--- src/rtl/rn_pkg.sv ---
package rn_pkg;
  localparam int DEF_NUM_ARCH = 8;
  localparam int DEF_NUM_PHYS = 16;
  localparam int DEF_NUM_CKPT = 2;
endpackage

--- src/rtl/rn_map_table.sv ---
module rn_map_table #(
  parameter int NUM_ARCH = rn_pkg::DEF_NUM_ARCH,
  parameter int NUM_PHYS = rn_pkg::DEF_NUM_PHYS,
  parameter int NUM_CKPT = rn_pkg::DEF_NUM_CKPT,
  localparam int AW = $clog2(NUM_ARCH),
  localparam int PW = $clog2(NUM_PHYS),
  localparam int CW = (NUM_CKPT > 1) ? $clog2(NUM_CKPT) : 1
) (
  input  logic          clk,
  input  logic          rst_n,
  input  logic [AW-1:0] rd_a,
  input  logic [AW-1:0] rd_b,
  input  logic [AW-1:0] rd_dst,
  output logic [PW-1:0] prd_a,
  output logic [PW-1:0] prd_b,
  output logic [PW-1:0] prd_old,
  input  logic          wr_en,
  input  logic [PW-1:0] wr_preg,
  input  logic          save_en,
  input  logic [CW-1:0] save_id,
  input  logic          rstr_en,
  input  logic [CW-1:0] rstr_id
);
  typedef logic [NUM_ARCH-1:0][PW-1:0] map_t;

  map_t map_q, map_d;
  map_t ckpt_q [NUM_CKPT];
  map_t ckpt_d [NUM_CKPT];

  // reads see the state before this cycle's update
  assign prd_a   = map_q[rd_a];
  assign prd_b   = map_q[rd_b];
  assign prd_old = map_q[rd_dst];

  always_comb begin
    map_d = map_q;
    if (rstr_en) begin
      map_d = ckpt_q[rstr_id];
    end else if (wr_en) begin
      map_d[rd_dst] = wr_preg;
    end
  end

  always_comb begin
    for (int k = 0; k < NUM_CKPT; k++) begin
      ckpt_d[k] = ckpt_q[k];
    end
    if (save_en) begin
      ckpt_d[save_id] = map_d;
    end
  end

  always_ff @(posedge clk or negedge rst_n) begin
    if (!rst_n) begin
      for (int i = 0; i < NUM_ARCH; i++) begin
        map_q[i] <= PW'(i);
      end
    end else begin
      map_q <= map_d;
    end
  end

  generate
    for (genvar g = 0; g < NUM_CKPT; g++) begin : g_slot
      always_ff @(posedge clk or negedge rst_n) begin
        if (!rst_n) begin
          for (int i = 0; i < NUM_ARCH; i++) begin
            ckpt_q[g][i] <= PW'(i);
          end
        end else if (save_en && (save_id == CW'(g))) begin
          ckpt_q[g] <= ckpt_d[g];
        end
      end
    end
  endgenerate

  AST_RESTORE_MAP: assert property (@(posedge clk) disable iff (!rst_n)
    rstr_en |=> (map_q == $past(ckpt_q[rstr_id])));

  AST_MAP_WRITE: assert property (@(posedge clk) disable iff (!rst_n)
    (wr_en && !rstr_en) |=> (map_q[$past(rd_dst)] == $past(wr_preg)));
endmodule

--- src/rtl/rn_free_list.sv ---
module rn_free_list #(
  parameter int NUM_ARCH = rn_pkg::DEF_NUM_ARCH,
  parameter int NUM_PHYS = rn_pkg::DEF_NUM_PHYS,
  parameter int NUM_CKPT = rn_pkg::DEF_NUM_CKPT,
  localparam int PW = $clog2(NUM_PHYS),
  localparam int CW = (NUM_CKPT > 1) ? $clog2(NUM_CKPT) : 1,
  localparam int FL_DEPTH = NUM_PHYS - NUM_ARCH,
  localparam int IW = $clog2(FL_DEPTH),
  localparam int QW = IW + 1
) (
  input  logic          clk,
  input  logic          rst_n,
  input  logic          pop,
  output logic [PW-1:0] head_preg,
  output logic          empty,
  input  logic          push,
  input  logic [PW-1:0] push_preg,
  input  logic          save_en,
  input  logic [CW-1:0] save_id,
  input  logic          rstr_en,
  input  logic [CW-1:0] rstr_id
);
  logic [FL_DEPTH-1:0][PW-1:0] slot_q;
  logic [QW-1:0] head_q, head_d, tail_q, tail_d, count;
  logic [QW-1:0] ckhead_q [NUM_CKPT];

  initial begin
    AST_DEPTH_POW2: assert (FL_DEPTH == (1 << IW));
  end

  // the extra pointer bit separates a full list from an empty one
  assign count     = tail_q - head_q;
  assign empty     = (count == '0);
  assign head_preg = slot_q[head_q[IW-1:0]];

  always_comb begin
    head_d = head_q;
    if (rstr_en) begin
      head_d = ckhead_q[rstr_id];
    end else if (pop) begin
      head_d = head_q + QW'(1);
    end
    tail_d = push ? (tail_q + QW'(1)) : tail_q;
  end

  always_ff @(posedge clk or negedge rst_n) begin
    if (!rst_n) begin
      head_q <= '0;
      tail_q <= QW'(FL_DEPTH);
      for (int k = 0; k < FL_DEPTH; k++) begin
        slot_q[k] <= PW'(NUM_ARCH + k);
      end
    end else begin
      head_q <= head_d;
      tail_q <= tail_d;
      if (push) begin
        slot_q[tail_q[IW-1:0]] <= push_preg;
      end
    end
  end

  generate
    for (genvar g = 0; g < NUM_CKPT; g++) begin : g_ck
      always_ff @(posedge clk or negedge rst_n) begin
        if (!rst_n) begin
          ckhead_q[g] <= '0;
        end else if (save_en && (save_id == CW'(g))) begin
          ckhead_q[g] <= head_d;
        end
      end
    end
  endgenerate

  AST_NO_UNDERFLOW: assert property (@(posedge clk) disable iff (!rst_n)
    pop |-> !empty);

  AST_NO_OVERFLOW: assert property (@(posedge clk) disable iff (!rst_n)
    push |-> (count < QW'(FL_DEPTH)));

  AST_IDLE_HOLD: assert property (@(posedge clk) disable iff (!rst_n)
    (!pop && !push && !rstr_en) |=> $stable(count));
endmodule

--- src/rtl/rn_busy_table.sv ---
module rn_busy_table #(
  parameter int NUM_PHYS = rn_pkg::DEF_NUM_PHYS,
  localparam int PW = $clog2(NUM_PHYS)
) (
  input  logic          clk,
  input  logic          rst_n,
  input  logic          set_en,
  input  logic [PW-1:0] set_preg,
  input  logic          clr_en,
  input  logic [PW-1:0] clr_preg,
  input  logic [PW-1:0] rd_a,
  input  logic [PW-1:0] rd_b,
  output logic          busy_a,
  output logic          busy_b
);
  logic [NUM_PHYS-1:0] busy_q, busy_d;

  // same-cycle broadcast bypass so a lookup never misses a result
  assign busy_a = busy_q[rd_a] && !(clr_en && (clr_preg == rd_a));
  assign busy_b = busy_q[rd_b] && !(clr_en && (clr_preg == rd_b));

  always_comb begin
    busy_d = busy_q;
    if (clr_en) busy_d[clr_preg] = 1'b0;
    if (set_en) busy_d[set_preg] = 1'b1;
  end

  always_ff @(posedge clk or negedge rst_n) begin
    if (!rst_n) begin
      busy_q <= '0;
    end else begin
      busy_q <= busy_d;
    end
  end

  AST_ALLOC_BUSY: assert property (@(posedge clk) disable iff (!rst_n)
    set_en |=> busy_q[$past(set_preg)]);

  AST_CMPL_CLEAR: assert property (@(posedge clk) disable iff (!rst_n)
    (clr_en && !(set_en && (set_preg == clr_preg))) |=> !busy_q[$past(clr_preg)]);
endmodule

--- src/rtl/rn_rename_unit.sv ---
module rn_rename_unit #(
  parameter int NUM_ARCH = rn_pkg::DEF_NUM_ARCH,
  parameter int NUM_PHYS = rn_pkg::DEF_NUM_PHYS,
  parameter int NUM_CKPT = rn_pkg::DEF_NUM_CKPT,
  localparam int AW = $clog2(NUM_ARCH),
  localparam int PW = $clog2(NUM_PHYS),
  localparam int CW = (NUM_CKPT > 1) ? $clog2(NUM_CKPT) : 1
) (
  input  logic          clk,
  input  logic          rst_n,
  input  logic          ren_valid,
  input  logic          ren_has_dst,
  input  logic [AW-1:0] ren_src_a,
  input  logic [AW-1:0] ren_src_b,
  input  logic [AW-1:0] ren_dst,
  output logic          ren_ready,
  output logic [PW-1:0] ren_psrc_a,
  output logic [PW-1:0] ren_psrc_b,
  output logic          ren_busy_a,
  output logic          ren_busy_b,
  output logic [PW-1:0] ren_pdst,
  output logic [PW-1:0] ren_pdst_old,
  input  logic          cmpl_valid,
  input  logic [PW-1:0] cmpl_preg,
  input  logic          ret_valid,
  input  logic [PW-1:0] ret_preg,
  input  logic          ckpt_save,
  input  logic [CW-1:0] ckpt_save_id,
  input  logic          ckpt_restore,
  input  logic [CW-1:0] ckpt_restore_id
);
  logic          need_alloc, alloc, save_en, fl_empty;
  logic [PW-1:0] fl_head, map_old;

  assign need_alloc   = ren_has_dst && (ren_dst != '0);
  assign ren_ready    = !ckpt_restore && (!need_alloc || !fl_empty);
  assign alloc        = ren_valid && ren_ready && need_alloc;
  assign save_en      = ckpt_save && !ckpt_restore;
  assign ren_pdst     = need_alloc ? fl_head : '0;
  assign ren_pdst_old = need_alloc ? map_old : '0;

  rn_map_table #(.NUM_ARCH(NUM_ARCH), .NUM_PHYS(NUM_PHYS), .NUM_CKPT(NUM_CKPT)) u_map (
    .clk(clk), .rst_n(rst_n),
    .rd_a(ren_src_a), .rd_b(ren_src_b), .rd_dst(ren_dst),
    .prd_a(ren_psrc_a), .prd_b(ren_psrc_b), .prd_old(map_old),
    .wr_en(alloc), .wr_preg(fl_head),
    .save_en(save_en), .save_id(ckpt_save_id),
    .rstr_en(ckpt_restore), .rstr_id(ckpt_restore_id)
  );

  rn_free_list #(.NUM_ARCH(NUM_ARCH), .NUM_PHYS(NUM_PHYS), .NUM_CKPT(NUM_CKPT)) u_free (
    .clk(clk), .rst_n(rst_n),
    .pop(alloc), .head_preg(fl_head), .empty(fl_empty),
    .push(ret_valid), .push_preg(ret_preg),
    .save_en(save_en), .save_id(ckpt_save_id),
    .rstr_en(ckpt_restore), .rstr_id(ckpt_restore_id)
  );

  rn_busy_table #(.NUM_PHYS(NUM_PHYS)) u_busy (
    .clk(clk), .rst_n(rst_n),
    .set_en(alloc), .set_preg(fl_head),
    .clr_en(cmpl_valid), .clr_preg(cmpl_preg),
    .rd_a(ren_psrc_a), .rd_b(ren_psrc_b),
    .busy_a(ren_busy_a), .busy_b(ren_busy_b)
  );

  AST_FRESH_PDST: assert property (@(posedge clk) disable iff (!rst_n)
    alloc |-> (ren_pdst != ren_pdst_old));

  AST_ZERO_SRC: assert property (@(posedge clk) disable iff (!rst_n)
    (ren_src_a == '0) |-> ((ren_psrc_a == '0) && !ren_busy_a));
endmodule

--- config.mk ---
export PLATFORM = sky130hd
export DESIGN_NAME = rn_rename_unit
export DESIGN_NICKNAME = d
export VERILOG_FILES = /design/src/rtl/rn_pkg.sv /design/src/rtl/rn_map_table.sv /design/src/rtl/rn_free_list.sv /design/src/rtl/rn_busy_table.sv /design/src/rtl/rn_rename_unit.sv
export SDC_FILE = /design/constraint.sdc
export NUM_CORES = 1
export LEC_CHECK = 0
export BUFFER_PORTS_ARGS = -buffer_cell sky130_fd_sc_hd__buf_2
export CAP_MARGIN = 20
export CORE_MARGIN = 1.5
export CORE_UTILIZATION = 35
export DETAILED_ROUTE_END_ITERATION = 7
export PLACE_DENSITY = 0.51
export SYNTH_ARGS = -nofsm -noshare
export SYNTH_HDL_FRONTEND = slang
export SYNTH_SLANG_ARGS = --single-unit
--- constraint.sdc ---
create_clock -name clk -period 2.7 [get_ports clk]
set_input_delay 0 -clock clk [delete_from_list [all_inputs] [get_ports clk]]
set_output_delay 0 -clock clk [all_outputs]
set_load 0.03 [all_outputs]
==> results of run 1 <==
-- path summary, 6_finish.rpt --
kind | startpoint | end | slack (ps) | cells past startpoint
worst max-delay path | u_map.map_q[29] | ren_busy_b | 50 | 7
max in group asynchronous | rst_n | u_free.slot_q[12] | 1750 | 3
min in group asynchronous | rst_n | u_map.ckpt_q[0] | 160 | 2
worst min-delay path | cmpl_preg[0] | u_busy.busy_q[15] | 20 | 4
worst min register to register | u_map.ckpt_q[4] | u_map.ckpt_q[4] | 460 | 2
worst max register to register | u_free.tail_q[1] | u_map.ckpt_q[15] | 100 | 11
-- final cells by class --
| cell class | count | area share (%) |
|---|---|---|
| Timing Repair Buffer | 95 | 7.017 |
| Multi-Input combinational cell | 564 | 42.84 |
| Clock inverter | 13 | 1.237 |
| Clock buffer | 19 | 4.653 |
| Tap cell | 324 | 3.968 |
| Sequential cell | 160 | 39.88 |
| Inverter | 11 | 0.4041 |
-- registers in the layout, indices dropped and copies added (netlist names) --
| register | cells |
|---|---|
| u_free.tail_q | 4 |
| u_free.ckhead_q | 8 |
| u_free.slot_q | 32 |
| u_map.map_q | 32 |
| u_busy.busy_q | 16 |
| u_map.ckpt_q | 64 |
| u_free.head_q | 4 |
-- cells by family after synthesis --
group,count (synthesis),share of synthesized area (%)
AND/OR/NAND/NOR,218,13.14
flip-flops,160,47.55
AO/OA/AOI/OAI,164,10.34
XOR/XNOR,15,1.533
buffers and inverters,60,3.066
multiplexers,162,23.65
adder cells (fa/ha/maj),5,0.7299
-- layout by cell type, fill, tap and decap left out, types with 5 or more instances in the layout --
| cell type | Yosys | layout |
|---|---|---|
| sky130_fd_sc_hd__mux2i_4 | 0 | 7 |
| sky130_fd_sc_hd__nand4_1 | 8 | 8 |
| sky130_fd_sc_hd__a21oi_1 | 9 | 9 |
| sky130_fd_sc_hd__buf_12 | 1 | 5 |
| sky130_fd_sc_hd__buf_4 | 2 | 35 |
| sky130_fd_sc_hd__nand3_1 | 16 | 16 |
| sky130_fd_sc_hd__inv_1 | 11 | 11 |
| sky130_fd_sc_hd__inv_8 | 0 | 5 |
| sky130_fd_sc_hd__dlygate4sd3_1 | 0 | 7 |
| sky130_fd_sc_hd__clkbuf_16 | 0 | 19 |
| sky130_fd_sc_hd__nor3_4 | 6 | 6 |
| sky130_fd_sc_hd__nand2_1 | 135 | 135 |
| sky130_fd_sc_hd__nor3_1 | 6 | 6 |
| sky130_fd_sc_hd__xor2_1 | 6 | 6 |
| sky130_fd_sc_hd__nor3b_1 | 7 | 7 |
| sky130_fd_sc_hd__o21ai_0 | 114 | 101 |
| sky130_fd_sc_hd__mux4_2 | 25 | 25 |
| sky130_fd_sc_hd__ha_1 | 5 | 5 |
| sky130_fd_sc_hd__dfstp_2 | 57 | 57 |
| sky130_fd_sc_hd__o21ai_1 | 26 | 39 |
| sky130_fd_sc_hd__xnor2_1 | 9 | 9 |
| sky130_fd_sc_hd__buf_2 | 5 | 41 |
| sky130_fd_sc_hd__dfrtp_1 | 103 | 103 |
| sky130_fd_sc_hd__buf_6 | 1 | 7 |
| sky130_fd_sc_hd__mux2i_2 | 0 | 7 |
| sky130_fd_sc_hd__mux2i_1 | 63 | 49 |
| sky130_fd_sc_hd__nor2_1 | 9 | 9 |
| sky130_fd_sc_hd__mux2_2 | 74 | 74 |
| sky130_fd_sc_hd__inv_6 | 0 | 7 |
-- synthesized netlist by cell type (4+ instances only) --
| cell | n |
|---|---|
| sky130_fd_sc_hd__o21ai_0 | 114 |
| sky130_fd_sc_hd__inv_1 | 11 |
| sky130_fd_sc_hd__ha_1 | 5 |
| sky130_fd_sc_hd__mux4_2 | 25 |
| sky130_fd_sc_hd__o221ai_1 | 6 |
| sky130_fd_sc_hd__dfstp_2 | 57 |
| sky130_fd_sc_hd__buf_2 | 5 |
| sky130_fd_sc_hd__nand3b_1 | 4 |
| sky130_fd_sc_hd__nor2_1 | 9 |
| sky130_fd_sc_hd__nand2b_1 | 4 |
| sky130_fd_sc_hd__nand2_1 | 135 |
| sky130_fd_sc_hd__mux2i_1 | 63 |
| sky130_fd_sc_hd__nor3_1 | 6 |
| sky130_fd_sc_hd__or3b_2 | 4 |
| sky130_fd_sc_hd__nand4_1 | 8 |
| sky130_fd_sc_hd__clkbuf_1 | 37 |
| sky130_fd_sc_hd__xnor2_1 | 9 |
| sky130_fd_sc_hd__nor3b_1 | 7 |
| sky130_fd_sc_hd__mux2_2 | 74 |
| sky130_fd_sc_hd__and3b_1 | 4 |
| sky130_fd_sc_hd__nor3_4 | 6 |
| sky130_fd_sc_hd__dfrtp_1 | 103 |
| sky130_fd_sc_hd__nand3_1 | 16 |
| sky130_fd_sc_hd__xor2_1 | 6 |
| sky130_fd_sc_hd__o21ai_1 | 26 |
| sky130_fd_sc_hd__a21oi_1 | 9 |
-- per-layer routing --
| metal | vias to the layer above | global-route usage, % | part of all wire (%) |
|---|---|---|---|
| li1 | 2951 | - | - |
| met1 | 3058 | 24.04 | 49 |
| met2 | 87 | 27.37 | 47 |
| met3 | 22 | 2.839 | 2.3 |
| met4 | 0 | 4.889 | 1.7 |
| met5 | - | 0 | 0 |
-- timing repair --
action                                  CTS  global route
hold buffers                              7             0
hold endpoints to repair                 80             0
endpoints found under the setup margin    3            57
gates resized for setup                   2            48
setup buffers                             6             9
pin swaps                                 1            14
-- stage by stage --
stage,area [um2],power (mW)
final,10220,9.835
after global routing,10220,10.44
after CTS,9991,9.702
after detailed placement,9249,7.165
after global placement,9249,7.120
after floorplan,8572,6.018
-- worst max-delay path: stages, from the launching register on --
cell and delay (ps):
sky130_fd_sc_hd__dfstp_2 580, sky130_fd_sc_hd__mux2i_1 80, sky130_fd_sc_hd__mux4_2 620, sky130_fd_sc_hd__mux2_2 320, sky130_fd_sc_hd__o221ai_1 180, sky130_fd_sc_hd__nand4_1 150
sky130_fd_sc_hd__o31a_1 140, sky130_fd_sc_hd__buf_6 140
-- power breakdown --
| group | switching [mW] | internal, mW | total (mW) |
|---|---|---|---|
| Combinational | 1.97 | 1.62 | 3.59 |
| Clock | 1.11 | 1.34 | 2.45 |
| Sequential | 0.480 | 3.32 | 3.80 |
==> flow_results.xml, run 1 <==
<?xml version="1.0" encoding="UTF-8"?>
<metrics>
  <group name="placement">
    <metric name="place_hpwl" unit="um">14890</metric>
    <metric name="dp.cells" unit="">1132</metric>
    <metric name="place.port_buffers" unit="">45</metric>
    <metric name="final_gp_congestion" unit="">0.7682</metric>
    <metric name="dp_slack" unit="ps">61.03</metric>
  </group>
  <group name="clocking">
    <metric name="clock_tree.root_cell" unit="">sky130_fd_sc_hd__clkbuf_16</metric>
    <metric name="cts_tree" unit="">done</metric>
    <metric name="cts_htree_levels" unit="">4</metric>
    <metric name="clock_sinks" unit="">160</metric>
    <metric name="worstSkewPairLatency" unit="ps">430</metric>
    <metric name="cts_inserted_buffers" unit="">17</metric>
    <metric name="clkSlewWorstSetupHoldPaths" unit="ps">70</metric>
    <metric name="cts_max_path_buffers" unit="">2</metric>
  </group>
  <group name="floorplanning">
    <metric name="die_area" unit="um2">25440</metric>
    <metric name="rows" unit="">57</metric>
    <metric name="chipWidth" unit="um">159.5</metric>
    <metric name="starting_density_of_the_core" unit="%">35.45</metric>
    <metric name="design.portCount" unit="">46</metric>
    <metric name="die_height" unit="um">159.5</metric>
    <metric name="floorplan.core_area" unit="um2">24180</metric>
  </group>
  <group name="timing">
    <metric name="tightestPinTransition" unit="ps">786.5</metric>
    <metric name="final_count_of_negative_setup_slack_endpoints" unit="">0</metric>
    <metric name="slew_violations" unit="">0</metric>
    <metric name="post-route-period-util" unit="%">98.32</metric>
    <metric name="whs" unit="ps">19.93</metric>
    <metric name="finalSetupTns" unit="ps">0</metric>
    <metric name="maxClockFrequency" unit="MHz">376.7</metric>
    <metric name="postLayoutSetupSlackWorst" unit="ps">45.23</metric>
    <metric name="grt_setup_unrepaired" unit="">yes</metric>
    <metric name="fin_skew" unit="ps">12.83</metric>
    <metric name="final.min_clock_period" unit="ps">2655</metric>
    <metric name="timing_hold_violations_final" unit="">0</metric>
    <metric name="slew_headroom" unit="%">47.46</metric>
  </group>
  <group name="cells_and_area">
    <metric name="register_area" unit="um2">4075</metric>
    <metric name="layout.cells.non_filler" unit="">1186</metric>
    <metric name="layout.core_utilization" unit="%">42.26</metric>
    <metric name="layout.nets" unit="">881</metric>
    <metric name="multiInputGateArea" unit="um2">4377</metric>
    <metric name="antennaDiodeCount" unit="">0</metric>
    <metric name="area_delta_synth_final" unit="%">19.21</metric>
    <metric name="drive_gt1_share" unit="%">36.31</metric>
    <metric name="final.fill_count" unit="">2304</metric>
  </group>
  <group name="setup_path">
    <metric name="crit_path_end_kind" unit="">output port</metric>
    <metric name="start_kind" unit="">register</metric>
    <metric name="criticalPathCategory" unit="">register to output port</metric>
    <metric name="worst-endpoint-required" unit="ps">2700</metric>
    <metric name="timing.critical_path.fanout_max" unit="">7</metric>
    <metric name="worst_ep_arrival_time" unit="ps">2650</metric>
  </group>
  <group name="detailed_routing">
    <metric name="routed_wirelength" unit="um">20930</metric>
    <metric name="post_drt_via_cell_ratio" unit="">5.159</metric>
    <metric name="dr.pass1.iters" unit="">4</metric>
    <metric name="final_antenna_net_count" unit="">0</metric>
    <metric name="drt_iter0_markers" unit="">336</metric>
    <metric name="drc" unit="">0</metric>
    <metric name="routed_wire_length_per_instance" unit="um">17.65</metric>
    <metric name="detailroute.via_count" unit="">6118</metric>
  </group>
  <group name="synthesis">
    <metric name="ys_warn_count" unit="">0</metric>
    <metric name="synth-main-ff-cell" unit="">sky130_fd_sc_hd__dfrtp_1</metric>
    <metric name="synth_area_per_cell" unit="um2">10.93</metric>
    <metric name="synth.ff_latch_count" unit="">160</metric>
    <metric name="synthesized_net_count" unit="">816</metric>
    <metric name="synthDominantAreaCellType" unit="">sky130_fd_sc_hd__dfrtp_1</metric>
    <metric name="yosys.cell_types.count" unit="">47</metric>
    <metric name="share_of_synthesized_flip_flops_with_an_asynchronous_set_or_reset" unit="%">100.0</metric>
    <metric name="synth-edff-count" unit="">0</metric>
    <metric name="syn_area" unit="um2">8571</metric>
    <metric name="yosys-top-cells-area" unit="">sky130_fd_sc_hd__dfrtp_1 30%, sky130_fd_sc_hd__dfstp_2 17%, sky130_fd_sc_hd__mux2_2 9.7%</metric>
    <metric name="yosys.area.top_type_share" unit="%">30.07</metric>
    <metric name="syn-instance-count" unit="">784</metric>
    <metric name="seq_area_frac_synth" unit="%">47.55</metric>
  </group>
  <group name="power">
    <metric name="power_density" unit="nW/um2">962.5</metric>
    <metric name="ir_drop" unit="uV">471.9</metric>
    <metric name="total_leakage_power" unit="nW">4.212</metric>
  </group>
  <group name="min_path">
    <metric name="min_path_type" unit="">primary input to register</metric>
  </group>
  <group name="job">
    <metric name="max_cap_viol_count" unit="">0</metric>
  </group>
  <group name="global_routing">
    <metric name="first_pass_grt_wire_length" unit="um">34570</metric>
    <metric name="grt_start_max_net_pins" unit="">75</metric>
    <metric name="first_global_vias" unit="">6166</metric>
    <metric name="globalRouteOverflowTotal" unit="">0</metric>
    <metric name="antenna_violations_before_repair" unit="">0</metric>
    <metric name="globalRouteTotalUtil" unit="%">17.15</metric>
  </group>
  <group name="run_status">
    <metric name="status" unit="">complete, no violations</metric>
  </group>
</metrics>
Power figures use the tool's default switching activity.
==> run 2: changes to the inputs <==
--- a/config.mk
+++ b/config.mk
@@ -11,6 +11,7 @@
 export CORE_UTILIZATION = 35
 export DETAILED_ROUTE_END_ITERATION = 7
 export PLACE_DENSITY = 0.51
+export REMOVE_ABC_BUFFERS = 1
 export SYNTH_ARGS = -nofsm -noshare
 export SYNTH_HDL_FRONTEND = slang
 export SYNTH_SLANG_ARGS = --single-unit
==> run 2 against run 1 <==
Effect of this change: core utilization down 0.73 points; sequential share of layout area up 0.71 points; global-route usage up 0.19 points; sequential power about the same; worst setup slack better by 20 ps; combinational power down 5%; critical endpoint is now ren_busy_a; die area unchanged; fmax up 0.77%.
==> flow_results.xml, run 2 (synthesis results as in run 1) <==
<?xml version="1.0" encoding="UTF-8"?>
<metrics>
  <group name="power">
    <metric name="power_report.internal_total" unit="mW">6.329</metric>
    <metric name="power.sequential.fraction" unit="%">39.1</metric>
    <metric name="p_switching" unit="mW">3.360</metric>
    <metric name="post-layout-total-power" unit="mW">9.689</metric>
    <metric name="power_density" unit="nW/um2">965.1</metric>
    <metric name="total_leakage_power" unit="nW">4.116</metric>
    <metric name="p_clk_share" unit="%">25.6</metric>
    <metric name="combinationalPowerShare" unit="%">35.3</metric>
    <metric name="switching_share" unit="%">34.68</metric>
    <metric name="ir_drop" unit="uV">321.2</metric>
  </group>
  <group name="floorplanning">
    <metric name="floorplan.core_area" unit="um2">24180</metric>
    <metric name="chipWidth" unit="um">159.5</metric>
    <metric name="rows" unit="">57</metric>
    <metric name="die_height" unit="um">159.5</metric>
    <metric name="die_area" unit="um2">25440</metric>
    <metric name="starting_density_of_the_core" unit="%">35.45</metric>
    <metric name="design.portCount" unit="">46</metric>
  </group>
  <group name="timing">
    <metric name="slew_violations" unit="">0</metric>
    <metric name="timing_hold_violations_final" unit="">0</metric>
    <metric name="post-route-period-util" unit="%">97.57</metric>
    <metric name="grt_setup_unrepaired" unit="">yes</metric>
    <metric name="fin_skew" unit="ps">7.570</metric>
    <metric name="tightestPinTransition" unit="ps">793.8</metric>
    <metric name="final.min_clock_period" unit="ps">2634</metric>
    <metric name="slew_headroom" unit="%">46.67</metric>
    <metric name="final_count_of_negative_setup_slack_endpoints" unit="">0</metric>
    <metric name="whs" unit="ps">53.67</metric>
    <metric name="maxClockFrequency" unit="MHz">379.6</metric>
  </group>
  <group name="clocking">
    <metric name="cts_htree_levels" unit="">4</metric>
    <metric name="worstSkewPairLatency" unit="ps">430</metric>
    <metric name="clkSlewWorstSetupHoldPaths" unit="ps">60</metric>
    <metric name="cts_inserted_buffers" unit="">17</metric>
    <metric name="cts_tree" unit="">done</metric>
    <metric name="clock_sinks" unit="">160</metric>
    <metric name="cts_max_path_buffers" unit="">2</metric>
    <metric name="clock_tree.root_cell" unit="">sky130_fd_sc_hd__clkbuf_16</metric>
  </group>
  <group name="setup_path">
    <metric name="criticalPathCategory" unit="">register to output port</metric>
    <metric name="worst-endpoint-required" unit="ps">2700</metric>
    <metric name="crit_path_end_kind" unit="">output port</metric>
    <metric name="start_kind" unit="">register</metric>
    <metric name="worst_ep_arrival_time" unit="ps">2630</metric>
    <metric name="timing.critical_path.fanout_max" unit="">7</metric>
  </group>
  <group name="cells_and_area">
    <metric name="largest_register_ff_count" unit="">64</metric>
    <metric name="antennaDiodeCount" unit="">0</metric>
    <metric name="largest_register" unit="">u_map.ckpt_q</metric>
    <metric name="drive_gt1_share" unit="%">34.16</metric>
    <metric name="multiInputGateArea" unit="um2">4298</metric>
    <metric name="reg_top3" unit="">u_map.ckpt_q: 64 flops, u_free.slot_q: 32 flops, u_map.map_q: 32 flops</metric>
    <metric name="final.fill_count" unit="">2314</metric>
    <metric name="final_common_cell" unit="">sky130_fd_sc_hd__nand2_1</metric>
    <metric name="commonest_cells_after_routing_fill_and_taps_aside" unit="">135 x sky130_fd_sc_hd__nand2_1, 111 x sky130_fd_sc_hd__o21ai_0, 103 x sky130_fd_sc_hd__dfrtp_1</metric>
    <metric name="register_area" unit="um2">4075</metric>
    <metric name="layout.nets" unit="">868</metric>
    <metric name="area_delta_synth_final" unit="%">17.14</metric>
    <metric name="layout.cells.non_filler" unit="">1173</metric>
    <metric name="layout.core_utilization" unit="%">41.53</metric>
  </group>
  <group name="min_path">
    <metric name="min_path_type" unit="">primary input to register</metric>
  </group>
  <group name="global_routing">
    <metric name="grt-busiest-layer" unit="">met2</metric>
    <metric name="globalRouteTotalUtil" unit="%">17.34</metric>
    <metric name="grtUsageMet2" unit="%">27.07</metric>
    <metric name="first_pass_grt_wire_length" unit="um">34330</metric>
    <metric name="gr_layer_usage_met1" unit="%">25.09</metric>
    <metric name="fraction_of_met3_tracks_used_by_global_routing" unit="%">2.735</metric>
    <metric name="antenna_violations_before_repair" unit="">0</metric>
    <metric name="grt_start_max_net_pins" unit="">76</metric>
    <metric name="first_global_vias" unit="">6010</metric>
    <metric name="globalRouteOverflowTotal" unit="">0</metric>
  </group>
  <group name="detailed_routing">
    <metric name="drc" unit="">0</metric>
    <metric name="drt_iter0_markers" unit="">340</metric>
    <metric name="dr.pass1.iters" unit="">5</metric>
    <metric name="final_antenna_net_count" unit="">0</metric>
    <metric name="detailroute.via_count" unit="">6014</metric>
    <metric name="routed_wirelength" unit="um">20890</metric>
    <metric name="routed_wire_length_per_instance" unit="um">17.81</metric>
    <metric name="post_drt_via_cell_ratio" unit="">5.127</metric>
  </group>
  <group name="run_status">
    <metric name="status" unit="">complete, no violations</metric>
  </group>
  <group name="placement">
    <metric name="final_gp_congestion" unit="">0.7976</metric>
    <metric name="dp.cells" unit="">1125</metric>
    <metric name="place.port_buffers" unit="">45</metric>
    <metric name="place_hpwl" unit="um">14560</metric>
  </group>
  <group name="job">
    <metric name="max_cap_viol_count" unit="">0</metric>
  </group>
</metrics>
## run 2: final cells by class
cell class | count | share of cell area, %
multi-input cells | 564 | 42.81
flip-flops and latches | 160 | 40.59
repair buffers | 82 | 6.144
clock buffers | 19 | 4.412
well taps | 324 | 4.038
clock inverters | 13 | 1.595
inverters | 11 | 0.4113
## run 2: path summary, 6_finish.rpt
kind | start | end | slack [ps] | cells after the start
worst min-delay path | cmpl_preg[1] | u_busy.busy_q[15] | 50 | 4
max in group asynchronous | rst_n | u_map.ckpt_q[61] | 1730 | 3
min in group asynchronous | rst_n | u_free.slot_q[2] | 90 | 2
worst min register to register | u_map.ckpt_q[36] | u_map.ckpt_q[36] | 470 | 2
worst max-delay path | u_map.map_q[29] | ren_busy_a | 70 | 7
worst max register to register | u_free.head_q[1] | u_map.ckpt_q[42] | 130 | 10
## run 2: stage by stage
stage	setup slack [ps]	setup TNS, ps	cell area (um2)
after floorplan	-169.1	-9066	8349
after detailed placement	100.9	0	9196
after CTS	-1.317	-1.317	9913
final	65.53	0	10040
after global placement	140.7	0	9196
after global routing	-55.63	-69.02	10040
## run 2: metal layers
| layer | share of wire (%) | vias to the layer above |
|---|---|---|
| li1 | - | 2918 |
| met1 | 49 | 2991 |
| met2 | 47 | 89 |
| met3 | 2.4 | 16 |
| met4 | 1.1 | 0 |
| met5 | 0 | - |
## run 2: what timing repair did
| item | CTS | global route |
|---|---|---|
| buffers inserted | 5 | 3 |
| gates cloned | 0 | 1 |
| pin swaps | 0 | 6 |
| resized for setup | 1 | 24 |
| hold buffers | 7 | 0 |
| setup endpoints to repair | 2 | 49 |
| hold endpoints to repair | 110 | 0 |
## run 2: power by group through the flow
stage	registers, mW	clock network [mW]	logic (mW)
6_report	3.79	2.48	3.42
5_1_grt	3.89	2.62	3.78
4_1_cts	3.78	2.54	3.33
3_5_place_dp	3.81	0	3.28
3_3_place_gp	3.80	0	3.25
2_1_floorplan	3.71	0	2.21
## run 2: critical path: stages (launching register included)
cell                       delay (ps)
sky130_fd_sc_hd__dfstp_2          570
sky130_fd_sc_hd__mux2i_1           80
sky130_fd_sc_hd__mux4_2           620
sky130_fd_sc_hd__mux2_4           350
sky130_fd_sc_hd__o221ai_2         150
sky130_fd_sc_hd__nand4_1          140
sky130_fd_sc_hd__o31a_1           140
sky130_fd_sc_hd__buf_6            140
